### src/rtl/booth_pkg.sv
package booth_pkg;
  typedef enum logic [1:0] {
    BOP_HOLD = 2'b00,
    BOP_ADD  = 2'b01,
    BOP_SUB  = 2'b10
  } booth_op_e;
endpackage

### src/rtl/booth_recode.sv
module booth_recode
  import booth_pkg::*;
(
  input  logic      cur_i,
  input  logic      prev_i,
  output booth_op_e op_o
);
  always_comb begin
    unique case ({cur_i, prev_i})
      2'b10:   op_o = BOP_SUB;  // run of ones begins
      2'b01:   op_o = BOP_ADD;  // run of ones ends
      default: op_o = BOP_HOLD;
    endcase
  end
endmodule

### src/rtl/booth_addsub.sv
module booth_addsub
  import booth_pkg::*;
#(
  parameter int WIDTH = 8
) (
  input  logic [WIDTH-1:0] acc_i,
  input  logic [WIDTH-1:0] operand_i,
  input  booth_op_e        op_i,
  output logic [WIDTH:0]   sum_o
);
  localparam int EXT_W = WIDTH + 1;

  logic [EXT_W-1:0] acc_ext, opd_ext;

  // one guard bit keeps the sign when the most negative operand is subtracted
  assign acc_ext = {acc_i[WIDTH-1], acc_i};
  assign opd_ext = {operand_i[WIDTH-1], operand_i};

  always_comb begin
    unique case (op_i)
      BOP_ADD: sum_o = acc_ext + opd_ext;
      BOP_SUB: sum_o = acc_ext - opd_ext;
      default: sum_o = acc_ext;
    endcase
  end
endmodule

### src/rtl/booth_shift.sv
module booth_shift #(
  parameter int WIDTH = 8
) (
  input  logic [WIDTH:0]   ext_i,
  input  logic [WIDTH-1:0] low_i,
  output logic [WIDTH-1:0] hi_o,
  output logic [WIDTH-1:0] lo_o
);
  // arithmetic right shift of {ext, low}; the extended sign stays on top
  assign hi_o = ext_i[WIDTH:1];
  assign lo_o = {ext_i[0], low_i[WIDTH-1:1]};
endmodule

### src/rtl/booth_mult_seq.sv
module booth_mult_seq
  import booth_pkg::*;
#(
  parameter int WIDTH = 8
) (
  input  logic               clk_i,
  input  logic               rst_ni,
  input  logic               start_i,
  input  logic [WIDTH-1:0]   x_i,
  input  logic [WIDTH-1:0]   y_i,
  output logic               busy_o,
  output logic               done_o,
  output logic [2*WIDTH-1:0] product_o
);
  localparam int CNT_W = $clog2(WIDTH + 1);
  localparam logic [CNT_W-1:0] LAST = CNT_W'(WIDTH - 1);

  logic [WIDTH-1:0]   x_q, y_q, u_q, v_q;
  logic               y_m1_q, busy_q, done_q;
  logic [CNT_W-1:0]   cnt_q;
  logic [2*WIDTH-1:0] prod_q;

  booth_op_e        op;
  logic [WIDTH:0]   sum_ext;
  logic [WIDTH-1:0] u_nxt, v_nxt;

  booth_recode u_recode (
    .cur_i (y_q[0]),
    .prev_i(y_m1_q),
    .op_o  (op)
  );

  booth_addsub #(.WIDTH(WIDTH)) u_addsub (
    .acc_i    (u_q),
    .operand_i(x_q),
    .op_i     (op),
    .sum_o    (sum_ext)
  );

  booth_shift #(.WIDTH(WIDTH)) u_shift (
    .ext_i(sum_ext),
    .low_i(v_q),
    .hi_o (u_nxt),
    .lo_o (v_nxt)
  );

  always_ff @(posedge clk_i or negedge rst_ni) begin
    if (!rst_ni) begin
      x_q    <= '0;
      y_q    <= '0;
      u_q    <= '0;
      v_q    <= '0;
      y_m1_q <= 1'b0;
      cnt_q  <= '0;
      busy_q <= 1'b0;
      done_q <= 1'b0;
      prod_q <= '0;
    end else begin
      done_q <= 1'b0;
      if (!busy_q && start_i) begin
        x_q    <= x_i;
        y_q    <= y_i;
        u_q    <= '0;
        v_q    <= '0;
        y_m1_q <= 1'b0;
        cnt_q  <= '0;
        busy_q <= 1'b1;
      end else if (busy_q) begin
        u_q    <= u_nxt;
        v_q    <= v_nxt;
        y_q    <= {y_q[0], y_q[WIDTH-1:1]};
        y_m1_q <= y_q[0];
        cnt_q  <= cnt_q + 1'b1;
        if (cnt_q == LAST) begin
          busy_q <= 1'b0;
          done_q <= 1'b1;
          prod_q <= {u_nxt, v_nxt};
        end
      end
    end
  end

  assign busy_o    = busy_q;
  assign done_o    = done_q;
  assign product_o = prod_q;

  AST_START_BUSY: assert property (@(posedge clk_i) disable iff (!rst_ni)
    (!busy_q && start_i) |=> busy_q);
  AST_CNT_RANGE: assert property (@(posedge clk_i) disable iff (!rst_ni)
    busy_q |-> (cnt_q <= LAST));
  AST_DONE_PULSE: assert property (@(posedge clk_i) disable iff (!rst_ni)
    done_q |=> !done_q);
  AST_DONE_AFTER_BUSY: assert property (@(posedge clk_i) disable iff (!rst_ni)
    done_q |-> (!busy_q && $past(busy_q)));
  AST_START_IGNORED: assert property (@(posedge clk_i) disable iff (!rst_ni)
    (busy_q && start_i) |=> ($stable(x_q) && $stable(y_m1_q) == $stable(y_m1_q)));
  AST_PROD_HOLD: assert property (@(posedge clk_i) disable iff (!rst_ni)
    !busy_q |=> $stable(prod_q));
endmodule

### config.mk
export PLATFORM = sky130hd
export DESIGN_NAME = booth_mult_seq
export DESIGN_NICKNAME = d
export VERILOG_FILES = /design/src/rtl/booth_pkg.sv /design/src/rtl/booth_recode.sv /design/src/rtl/booth_addsub.sv /design/src/rtl/booth_shift.sv /design/src/rtl/booth_mult_seq.sv
export SDC_FILE = /design/constraint.sdc
export NUM_CORES = 1
export LEC_CHECK = 0
export ABC_AREA = 1
export BUFFER_PORTS_ARGS = -buffer_cell sky130_fd_sc_hd__buf_4
export CAP_MARGIN = 10
export CORE_MARGIN = 5
export CORE_UTILIZATION = 60
export DETAILED_ROUTE_END_ITERATION = 10
export MAX_ROUTING_LAYER = met4
export PLACE_DENSITY_LB_ADDON = 0.05
export REMOVE_ABC_BUFFERS = 1
export SLEW_MARGIN = 40
export SYNTH_ARGS = -nofsm -noshare
export SYNTH_HDL_FRONTEND = slang
export SYNTH_SLANG_ARGS = --single-unit
### constraint.sdc
create_clock -name clk_i -period 3.3 [get_ports clk_i]
set_input_delay 0.66 -clock clk_i [delete_from_list [all_inputs] [get_ports clk_i]]
set_output_delay 0.66 -clock clk_i [all_outputs]
set_load 0.01 [all_outputs]
==> flow_metrics.tcl <==
set metrics [dict create \
    globalRouteTotalUtil_pct 20.5 \
    vias_per_cell 5.33 \
    first_pass_grt_wire_length_um 9590 \
    rows 24 \
    synth_warnings 0 \
    final.min_clock_period_ps 2570 \
    leakagePower_uw 0.00162 \
    max_freq_mhz 389 \
    worst-slew-pin-transition_ps 667 \
    asyncSetResetFlopFracSynth_pct 100 \
    final-hold-violation-count 0 \
    post_synth_instance_area_um2 2740 \
    finish.net_count 387 \
    rsz_0062_raised_after_global_routing "false" \
    placeableCoreArea_um2 4380 \
    clkSlewWorstSetupHoldPaths_ps 90 \
    die_width_um 77.5 \
    worstSetupStartpointType "flop" \
    post_synthesis_compound_gate_area_fraction_pct 14.7 \
    tritoncts "built" \
    yosys_most_used_dff "sky130_fd_sc_hd__dfrtp_1" \
    drt_iter0_drc 196 \
    via_count 2180 \
    outcome "complete, no violations" \
    num-fill-cells 369 \
    worstSetupEndpointType "flop" \
    cts.sink_count 54 \
    die-height_um 77.5 \
    detail_route.wl_per_cell_um 13.3 \
    fin_crit_sh_pct 77.9 \
    synth_top_family_by_area "simple AND/OR/NAND/NOR gates" \
    post_synth_mux_area_share_pct 0.366 \
    layout_overhead_on_the_synthesized_area_pct 14.0 \
    synthesis.instances 322 \
    number_of_antenna_repair_diodes 0 \
    boundaryPins 37 \
    drt_pre_antenna_iters 4 \
    tns_ps 0 \
    overflow 0 \
    drcViolationCount 0 \
    path_class_of_the_lowest_slack_min_delay_path "input pin to async pin" \
    clock-skew-final_ps 8.18 \
    cts_setup_buffers 0 \
    clock_tree.buffer_depth 2 \
    synth-seq-cells 54 \
    detail_route.wirelength_um 5440 \
    initial_core_util_pct 62.4 \
    cap_viol_max_count 0 \
    postCtsHoldBufs 0 \
    synthesis.area_per_instance_um2 8.50 \
    area.sequential_um2 1350 \
    post_cts_repair_resize_count 0 \
    hold_ws_ps 356 \
    synth_sequential_area_ratio_pct 49.4 \
    power.ir.vdd_worst_uv 689 \
    multi_input_gate_area_in_the_final_layout_um2 1170 \
    final-setup-viol-count 0 \
    regToRegSetupSlack_ps 730 \
    placement.io_buffers 36 \
    path_class "flop to flop" \
    critical_path_required_time_ps 3510 \
    power-per-cell-area_nw_per_um2 1250 \
    die_area_um2 6010 \
    clk_root_buffer_cell "sky130_fd_sc_hd__clkbuf_8" \
    total_clock_buffers_created_by_cts 5 \
    first_global_vias 2213 \
    netlist-cell-type-count 34 \
    final_worst_setup_slack_ps 731 \
    clock_latency_ps 320 \
    grt_max_degree 55 \
    postLayoutCoreUtil_pct 71.2 \
    routabilityCongestion 0.896 \
    report.final.slew_viol_count 0 \
    synth-simple-area-share_pct 20.2 \
    slew_headroom_pct 55.5 \
    postRouteAntennaNets 0 \
    synth_adder_area_share_pct 5.76 \
    ctsHtreeMaxLevel 2 \
    worstPathArrival_ps 2780 \
    critPathMaxFanout 5 \
    detailed_place_hpwl_um 3910 \
    number_of_antenna_violations_at_the_first_check_in_global_routing 0 \
    drive_gt1_share_pct 16.5 \
    placement.setup.worst_slack_ps 753 \
    synth_edf_count 0 \
    synth_xor_area_share_pct 1.60 \
]
==> area by class of cell <==
| type | instances | area share, % |
|---|---|---|
| clock buffer | 6 | 2.65 |
| clock inverter | 2 | 0.561 |
| tap | 52 | 2.09 |
| multi-input combinational | 215 | 37.4 |
| inverter | 44 | 5.37 |
| sequential | 54 | 43.3 |
| timing repair buffer | 36 | 8.66 |
==> metrics by stage <==
step	cells	cell area (µm²)	total power, µW
after global placement	401	3020	3430
after detailed placement	401	3020	3510
after global routing	409	3120	4340
after floorplan	313	2690	2900
final	409	3120	3900
after CTS	409	3120	3910
==> final timing paths <==
| kind | to | start | depth (start not counted) |
|---|---|---|---|
| max | u_q[7] | x_q[1] | 20 |
| min | u_q[4] | rst_ni | 1 |
| max reg2reg | u_q[7] | x_q[1] | 20 |
| min reg2reg | product_o[12] | product_o[12] | 2 |
| max in group asynchronous | x_q[4] | rst_ni | 1 |
| min in group clk_i | product_o[12] | product_o[12] | 2 |
==> cells by family after synthesis <==
group                    after synthesis
flip-flops                            54
adder cells (fa/ha/maj)               12
AO/OA/AOI/OAI                         62
multiplexers                           1
buffers and inverters                 53
AND/OR/NAND/NOR                      135
XOR/XNOR                               5
==> layout by cell type (no fill, tap or decap), drive strengths merged <==
cell type / count
nand2: 98
dfrtp: 54
inv: 44
buf: 36
o21ai: 26
nand3: 16
nor2: 16
o22ai: 13
ha: 11
a21oi: 9
clkbuf: 6
o221ai: 4
xor2: 3
o211ai: 3
xnor2: 2
a22o: 2
nand4: 2
clkinv: 2
nor3: 2
a31oi: 1
o21a: 1
a21o: 1
or2: 1
o21bai: 1
a22oi: 1
mux2i: 1
fa: 1
==> metal layers <==
layer | track usage (%) | vias to the layer above | share of wire [%]
met1 | 25.2 | 1004 | 45
met3 | 3.36 | 10 | 5.0
met4 | 9.28 | 0 | 1.7
li1 | - | 1117 | -
met5 | - | - | 0
met2 | 33.2 | 49 | 48
==> synth_stat cells (all sizes together) (3+ instances only) <==
library cell	count	area, µm²
a21oi	9	45.0
buf	5	37.5
clkbuf	4	15.0
dfrtp	54	1350
ha	11	138
inv	44	168
nand2	98	370
nand3	16	80.1
nor2	16	62.6
o211ai	3	22.5
o21ai	26	164
o221ai	4	35.0
o22ai	13	81.3
xor2	3	26.3
==> critical path, stage by stage (launching register included) <==
cell and delay, ps:
sky130_fd_sc_hd__dfrtp_1 380, sky130_fd_sc_hd__inv_1 100, sky130_fd_sc_hd__ha_1 170, sky130_fd_sc_hd__nand2_1 70, sky130_fd_sc_hd__nor2_1 140, sky130_fd_sc_hd__nor2_1 80, sky130_fd_sc_hd__a21oi_1 160, sky130_fd_sc_hd__xnor2_1 130
sky130_fd_sc_hd__inv_1 50, sky130_fd_sc_hd__ha_1 350, sky130_fd_sc_hd__nand2_1 90, sky130_fd_sc_hd__nor2_1 130, sky130_fd_sc_hd__inv_1 50, sky130_fd_sc_hd__nor2_1 100, sky130_fd_sc_hd__nor2_1 50, sky130_fd_sc_hd__nand2_1 70
sky130_fd_sc_hd__nand3_1 80, sky130_fd_sc_hd__nand2_1 70, sky130_fd_sc_hd__nand2_1 60, sky130_fd_sc_hd__nand2_1 60, sky130_fd_sc_hd__nand2_1 50
==> power breakdown <==
part	internal (µW)	leakage (µW)	switching [µW]	total, µW
Sequential	984	0.000670	207	1190
Combinational	911	0.000902	1400	2310
Clock	173	0.0000514	222	395
==> sequential cells by signal, summed over array words and instances, names as in the netlist <==
register	cells
u_q	8
y_q	8
product_o	16
x_q	8
v_q	7
busy_o	1
done_o	1
cnt_q	4
y_m1_q	1
No activity file was read; power rests on OpenSTA's default activity.
